File: config.mk
export PLATFORM = sky130hd
export DESIGN_NAME = adc_seq_ctrl
export DESIGN_NICKNAME = d
export VERILOG_FILES = /design/src/rtl/adc_seq_pkg.sv /design/src/rtl/adc_seq_sync.sv /design/src/rtl/adc_seq_frame.sv /design/src/rtl/adc_seq_core.sv /design/src/rtl/adc_seq_ctrl.sv
export SDC_FILE = /design/constraint.sdc
export NUM_CORES = 1
export LEC_CHECK = 0
export BUFFER_PORTS_ARGS = -buffer_cell sky130_fd_sc_hd__buf_4
export CAP_MARGIN = 20
export CORE_MARGIN = 1.5
export CORE_UTILIZATION = 61
export CTS_BUF_LIST = sky130_fd_sc_hd__clkbuf_8
export DETAILED_ROUTE_END_ITERATION = 8
export GPL_TIMING_DRIVEN = 0
export PLACE_DENSITY = 0.79
export SKIP_CTS_REPAIR_TIMING = 1
export SLEW_MARGIN = 0
export SYNTH_ARGS = -nofsm -noshare
export SYNTH_HDL_FRONTEND = slang
export SYNTH_SLANG_ARGS = --single-unit
File: constraint.sdc
create_clock -name clk -period 5.2 [get_ports clk]
set_input_delay 1.04 -clock clk [delete_from_list [all_inputs] [get_ports clk]]
set_output_delay 1.04 -clock clk [all_outputs]
set_load 0.005 [all_outputs]
File: src/rtl/adc_seq_pkg.sv
package adc_seq_pkg;
  localparam int DEF_RES_W   = 10;
  localparam int DEF_ADDR_W  = 4;
  localparam int DEF_CH_W    = 3;
  localparam int DEF_SAMP_IO = 6;
  localparam int DEF_CONV_DLY = 2;
  localparam int DEF_SYNC    = 2;

  typedef enum logic [2:0] {
    ST_IDLE,
    ST_SAMP_EXT,
    ST_SAMP_FRM,
    ST_WAIT,
    ST_CONV
  } seq_state_e;
endpackage

File: src/rtl/adc_seq_sync.sv
module adc_seq_sync #(
  parameter int W      = 4,
  parameter int STAGES = 2,
  parameter logic [W-1:0] RST_VAL = '0
) (
  input  logic         clk,
  input  logic         rst_n,
  input  logic [W-1:0] d,
  output logic [W-1:0] q,
  output logic [W-1:0] q_prev
);
  logic [STAGES-1:0][W-1:0] chain;

  always_ff @(posedge clk or negedge rst_n) begin
    if (!rst_n) begin
      for (int i = 0; i < STAGES; i++) chain[i] <= RST_VAL;
      q_prev <= RST_VAL;
    end else begin
      chain[0] <= d;
      for (int i = 1; i < STAGES; i++) chain[i] <= chain[i-1];
      q_prev <= chain[STAGES-1];
    end
  end

  assign q = chain[STAGES-1];
endmodule

File: src/rtl/adc_seq_frame.sv
module adc_seq_frame #(
  parameter int RES_W   = 10,
  parameter int ADDR_W  = 4,
  parameter int SAMP_IO = 6
) (
  input  logic              clk,
  input  logic              rst_n,
  input  logic              cs_fall,
  input  logic              cs_low,
  input  logic              io_rise,
  input  logic              io_fall,
  input  logic              sdi_s,
  input  logic [RES_W-1:0]  load_val,
  output logic              sdo,
  output logic [ADDR_W-1:0] addr,
  output logic              addr_done,
  output logic              samp_end
);
  localparam int LAST   = ADDR_W + SAMP_IO;
  localparam int CNT_W  = $clog2(LAST + 1) + 1;

  logic [CNT_W-1:0]  rise_cnt;
  logic [ADDR_W-1:0] addr_sh;
  logic [RES_W-1:0]  out_sh;
  logic              rise_ok;

  function automatic logic [ADDR_W-1:0] shift_in(input logic [ADDR_W-1:0] v, input logic b);
    return {v[ADDR_W-2:0], b};
  endfunction

  assign rise_ok   = cs_low && io_rise && !cs_fall;
  assign addr      = shift_in(addr_sh, sdi_s);
  assign addr_done = rise_ok && (rise_cnt == CNT_W'(ADDR_W - 1));
  assign samp_end  = rise_ok && (rise_cnt == CNT_W'(LAST - 1));
  assign sdo       = out_sh[RES_W-1];

  always_ff @(posedge clk or negedge rst_n) begin
    if (!rst_n) begin
      rise_cnt <= '0;
      addr_sh  <= '0;
      out_sh   <= '0;
    end else if (cs_fall) begin
      rise_cnt <= '0;
      out_sh   <= load_val;
    end else if (cs_low) begin
      if (io_rise && rise_cnt != CNT_W'(LAST)) rise_cnt <= rise_cnt + 1'b1;
      if (io_rise && rise_cnt < CNT_W'(ADDR_W)) addr_sh <= addr;
      if (io_fall) out_sh <= {out_sh[RES_W-2:0], 1'b0};
    end
  end
endmodule

File: src/rtl/adc_seq_core.sv
module adc_seq_core
  import adc_seq_pkg::*;
#(
  parameter int RES_W    = 10,
  parameter int CH_W     = 3,
  parameter int CONV_DLY = 2
) (
  input  logic             clk,
  input  logic             rst_n,
  input  logic             start_fall,
  input  logic             start_rise,
  input  logic             cs_fall,
  input  logic             cs_rise,
  input  logic             cs_high,
  input  logic             addr_done,
  input  logic [CH_W-1:0]  addr_ch,
  input  logic             samp_end,
  input  logic             cmp_in,
  output logic             sample_en,
  output logic [CH_W-1:0]  hold_ch,
  output logic             eoc,
  output logic [RES_W-1:0] result,
  output logic             frame_ro,
  output logic             async_flag,
  output logic             conv_busy
);
  localparam int IDX_W = $clog2(RES_W);
  localparam int DLY_W = $clog2(CONV_DLY + 1);

  seq_state_e       state;
  logic [DLY_W-1:0] dly_cnt;
  logic [IDX_W-1:0] bit_idx;
  logic [RES_W-1:0] sar;
  logic [CH_W-1:0]  preset_ch;
  logic             ext_go, ext_hold, frm_go, frm_hold, frm_abort;

  function automatic logic [RES_W-1:0] sar_put(input logic [RES_W-1:0] r,
                                               input logic [IDX_W-1:0] i,
                                               input logic b);
    logic [RES_W-1:0] t;
    t = r;
    t[i] = b;
    return t;
  endfunction

  assign ext_go    = start_fall && cs_high;
  assign ext_hold  = start_rise && (state == ST_SAMP_EXT);
  assign frm_go    = addr_done && !frame_ro && (state == ST_IDLE);
  assign frm_hold  = samp_end && (state == ST_SAMP_FRM);
  assign frm_abort = cs_rise && (state == ST_SAMP_FRM);

  assign sample_en = (state == ST_SAMP_EXT) || (state == ST_SAMP_FRM);
  assign conv_busy = (state == ST_CONV);

  always_ff @(posedge clk or negedge rst_n) begin
    if (!rst_n) begin
      async_flag <= 1'b0;
      frame_ro   <= 1'b0;
      preset_ch  <= '0;
    end else begin
      if (ext_hold) async_flag <= 1'b1;
      else if (cs_rise) async_flag <= 1'b0;
      if (cs_fall) frame_ro <= async_flag;
      if (addr_done) preset_ch <= addr_ch;
    end
  end

  always_ff @(posedge clk or negedge rst_n) begin
    if (!rst_n) begin
      state   <= ST_IDLE;
      dly_cnt <= '0;
      bit_idx <= '0;
      sar     <= '0;
      result  <= '0;
      hold_ch <= '0;
      eoc     <= 1'b1;
    end else if (ext_go) begin
      state   <= ST_SAMP_EXT;
      hold_ch <= preset_ch;
      eoc     <= 1'b0;
      result  <= '0;
    end else begin
      unique case (state)
        ST_IDLE: if (frm_go) begin
          state   <= ST_SAMP_FRM;
          hold_ch <= addr_ch;
          eoc     <= 1'b0;
        end
        ST_SAMP_EXT: if (ext_hold) begin
          state   <= ST_WAIT;
          dly_cnt <= '0;
        end
        ST_SAMP_FRM: begin
          if (frm_hold) begin
            state   <= ST_WAIT;
            dly_cnt <= '0;
          end else if (frm_abort) begin
            state <= ST_IDLE;
            eoc   <= 1'b1;
          end
        end
        ST_WAIT: begin
          if (dly_cnt == DLY_W'(CONV_DLY - 1)) begin
            state   <= ST_CONV;
            bit_idx <= IDX_W'(RES_W - 1);
            sar     <= '0;
          end else begin
            dly_cnt <= dly_cnt + 1'b1;
          end
        end
        ST_CONV: begin
          sar <= sar_put(sar, bit_idx, cmp_in);
          if (bit_idx == '0) begin
            result <= sar_put(sar, bit_idx, cmp_in);
            eoc    <= 1'b1;
            state  <= ST_IDLE;
          end else begin
            bit_idx <= bit_idx - 1'b1;
          end
        end
        default: state <= ST_IDLE;
      endcase
    end
  end
endmodule

File: src/rtl/adc_seq_ctrl.sv
module adc_seq_ctrl
  import adc_seq_pkg::*;
#(
  parameter int RES_W    = DEF_RES_W,
  parameter int ADDR_W   = DEF_ADDR_W,
  parameter int CH_W     = DEF_CH_W,
  parameter int SAMP_IO  = DEF_SAMP_IO,
  parameter int CONV_DLY = DEF_CONV_DLY,
  parameter int SYNC     = DEF_SYNC
) (
  input  logic            clk,
  input  logic            rst_n,
  input  logic            cs_n,
  input  logic            start_n,
  input  logic            io_clk,
  input  logic            sdi,
  input  logic            cmp_in,
  output logic            sdo,
  output logic            sample_en,
  output logic [CH_W-1:0] hold_ch,
  output logic            eoc
);
  localparam int NSYNC = 4;

  logic [NSYNC-1:0]  s_q, s_p;
  logic              cs_high, cs_fall, cs_rise;
  logic              start_fall, start_rise;
  logic              io_rise, io_fall;
  logic [ADDR_W-1:0] addr;
  logic              addr_done, samp_end;
  logic [RES_W-1:0]  result;
  logic              frame_ro, async_flag, conv_busy;

  adc_seq_sync #(.W(NSYNC), .STAGES(SYNC), .RST_VAL(4'b1100)) u_sync (
    .clk(clk), .rst_n(rst_n), .d({cs_n, start_n, io_clk, sdi}),
    .q(s_q), .q_prev(s_p)
  );

  assign cs_high    = s_q[3];
  assign cs_fall    = s_p[3] && !s_q[3];
  assign cs_rise    = !s_p[3] && s_q[3];
  assign start_fall = s_p[2] && !s_q[2];
  assign start_rise = !s_p[2] && s_q[2];
  assign io_rise    = !s_p[1] && s_q[1];
  assign io_fall    = s_p[1] && !s_q[1];

  adc_seq_frame #(.RES_W(RES_W), .ADDR_W(ADDR_W), .SAMP_IO(SAMP_IO)) u_frame (
    .clk(clk), .rst_n(rst_n), .cs_fall(cs_fall), .cs_low(!cs_high),
    .io_rise(io_rise), .io_fall(io_fall), .sdi_s(s_q[0]), .load_val(result),
    .sdo(sdo), .addr(addr), .addr_done(addr_done), .samp_end(samp_end)
  );

  adc_seq_core #(.RES_W(RES_W), .CH_W(CH_W), .CONV_DLY(CONV_DLY)) u_core (
    .clk(clk), .rst_n(rst_n), .start_fall(start_fall), .start_rise(start_rise),
    .cs_fall(cs_fall), .cs_rise(cs_rise), .cs_high(cs_high),
    .addr_done(addr_done), .addr_ch(addr[CH_W-1:0]), .samp_end(samp_end),
    .cmp_in(cmp_in), .sample_en(sample_en), .hold_ch(hold_ch), .eoc(eoc),
    .result(result), .frame_ro(frame_ro), .async_flag(async_flag),
    .conv_busy(conv_busy)
  );
endmodule

==> impl_metrics.toml <==
[setup_path]
r2r_slack_ns = 3.07
cp_top_family = "buffers and inverters"
crit_end = "sample_en"
path_max_fanout = 10
path_class = "flip-flop to primary output"
critPathLaunchType = "flip-flop"
worstReg2RegEnd = "u_core.bit_idx[3]"
startpoint = "u_core.state[1]"
max_stage_delay_ns = 0.45
cp_data_arrival_time_ns = 1.46
cp.depth = 4
required_ns = 4.16
crit_chain = "clkbuf_1, nand2_1, o21ai_0, buf_4"
rr_worst_depth = 6
cpMaxStageDelayCell = "dfrtp_1"
path_buf_inv = 2
cp-end-kind = "primary output"
timing.rr.start = "u_core.bit_idx[1]"

[sta]
fin_skew_ns = 0.00792
slew_headroom_pct = 47.7
drv_slew = 0
timing.final.crit_share_pct = 48.1
layout_min_cycle_time_ns = 2.50
fmax_ghz = 0.400
worstMarginPinSlew_ns = 0.785
setup_viol_count_final = 0
hold_viol_final = 0
worst_slack_ns = 2.70
grt_setup_unrepaired = "false"
finalSetupTns_ns = 0

[cells_and_area]
nets = 313
syn2layout_area_growth_pct = 11.9
drive_above_1_share_pct = 17.2
final_cell_area_um2 = 3400
n_fill_cell = 352
multi_input_area_um2 = 1330
regArea_um2 = 1640
antennaDiodeCount = 0

[clocking]
cts_sinks = 65
clkSlewWorstSetupHoldPaths_ns = 0.06
numCtsBuffers = 9
clock_latency_ns = 0.33
cts_root_buf = "clkbuf_8"
cts_tree = "built"
htreeDepth = 3
clockBufferDepth = 2

[synthesis]
synth.top_cell.area_share_pct = 47.8
syn_avg_cell_area_um2 = 11.0
synth_common_cells = "dfrtp_1, nand2_1, nor2_1"
synth_largest_area_cell = "dfrtp_1"
synth_most_common_cell = "dfrtp_1"
synth_seq_cells = 65
synth_area_leaders = "dfrtp_1, dfstp_2, mux2i_1"
synth_area_um2 = 3040
async_flop_share_pct = 100
yosysSeqAreaShare_pct = 53.9
syn_inst = 275
synth_edf_count = 0
syn-num-nets = 290
yosysUniqueCellTypes = 49
ys.flop_type = "dfrtp_1"
yosysWarnings = 0

[drt]
drt_iter0_drc = 150
routed_wirelength_um = 5660
wl_per_cell_um = 15.3
remaining_drc_errors = 0
detail-route-antenna-nets = 0
vias = 2112
via_per_inst = 5.71
drtPass1Iterations = 4

[global_routing]
grt_max_degree = 66
antenna_found_initial = 0
grt_use_total_pct = 24.7
grt_pass1_vias = 2047
grt_pass1_wl_um = 9940
overflow = 0

[placed_design]
pre_cts_slack_ns = 3.07
dpl_cell_area_um2 = 3210
place_congestion = 0.883
port_buffers = 12
place_hpwl_um = 3790

[status]
status = "finished, final reports clean"

[floorplanning]
die_h_um = 73.6
fp.dieW_um = 73.6
ios = 13
die-area_um2 = 5410
fp-row-count = 25
initial_core_util_pct = 63.9
core_um2 = 4750

[min_path]
min_path_type = "flip-flop to flip-flop"
min_from = "u_sync.chain[0]"

[pwr]
power_density_nw_per_um2 = 421
p_leak_nw = 1.62
vdd_ir_drop_max_mv = 0.329

[run]
maxCapViolations = 0
report_power, final:
group          leakage (nW)  switching (mW)  internal [mW]
Combinational         0.666           0.200          0.169
Sequential            0.843          0.0653          0.588
Clock                 0.110           0.180          0.228
routing by layer:
layer	GRT usage (%)	vias up	wire length [um]
li1	-	1036	-
met1	36.2	1029	2830
met2	34.5	38	2540
met3	5.49	9	202
met4	12.3	0	90
met5	0	-	0
worst min path at each step:
stage / end / slack [ns] / depth (start not counted)
after floorplan: u_sync.q[0] / 0.33 / 0
after detailed placement: u_sync.q[0] / 0.33 / 0
final: u_sync.q[0] / 0.35 / 0
after global placement: u_sync.q[1] / 0.34 / 0
after CTS: u_sync.q[0] / 0.35 / 0
after global routing: u_sync.q[2] / 0.36 / 0
stage by stage:
step	instances	hold WS [ns]	util [%]	power, mW
after detailed placement	354	0.335	67.5	1.02
after CTS	370	0.348	71.5	1.44
after global routing	370	0.360	71.5	1.52
final	370	0.347	71.5	1.43
after floorplan	275	0.331	-	0.911
after global placement	354	0.335	67.5	1.01
kinds of logic after synthesis:
logic type / synth area share (%)
adder cells (fa/ha/maj): 3.30
flip-flops: 53.9
multiplexers: 9.64
AND/OR/NAND/NOR: 17.3
buffers and inverters: 2.35
XOR/XNOR: 0.865
AO/OA/AOI/OAI: 12.7
state kept, by name, indices dropped and copies added, names as in the netlist:
name / cells
u_core.async_flag: 1
u_core.bit_idx: 4
u_core.dly_cnt: 2
u_core.eoc: 1
u_core.frame_ro: 1
u_core.hold_ch: 3
u_core.preset_ch: 3
u_core.result: 10
u_core.sar: 9
u_core.state: 3
u_frame.addr_sh: 2
u_frame.out_sh: 10
u_frame.rise_cnt: 5
u_sync.chain: 4
u_sync.q: 4
u_sync.q_prev: 3
cells in the final DEF (no fill, tap or decap), types with 3 or more instances in the layout:
| master | Yosys | routed |
|---|---|---|
| dfrtp_1 | 58 | 58 |
| nand2_1 | 34 | 34 |
| nor2_1 | 19 | 19 |
| o21ai_0 | 18 | 18 |
| mux2i_1 | 18 | 18 |
| buf_4 | 0 | 12 |
| mux2_2 | 10 | 10 |
| clkbuf_8 | 0 | 10 |
| inv_1 | 6 | 9 |
| clkbuf_1 | 9 | 9 |
| ha_1 | 8 | 8 |
| a22o_1 | 7 | 7 |
| dfstp_2 | 7 | 7 |
| nor3_1 | 6 | 6 |
| a21o_1 | 6 | 6 |
| nand2b_1 | 4 | 4 |
| nor2b_1 | 4 | 4 |
| nand3_1 | 4 | 4 |
| o31ai_1 | 4 | 4 |
| nand3b_1 | 4 | 4 |
| a21oi_1 | 4 | 4 |
| a211oi_1 | 4 | 4 |
| nor3b_1 | 4 | 4 |
| buf_2 | 3 | 3 |
| xor2_1 | 3 | 3 |
area by class of cell:
type,instances,area share (%)
clock inverter,6,1.51
timing repair buffer,12,2.65
clock buffer,10,4.05
sequential,65,48.1
inverter,6,0.662
buffer,12,1.44
tap,67,2.47
multi-input combinational,192,39.1
No activity file was read; power rests on OpenSTA's default activity.
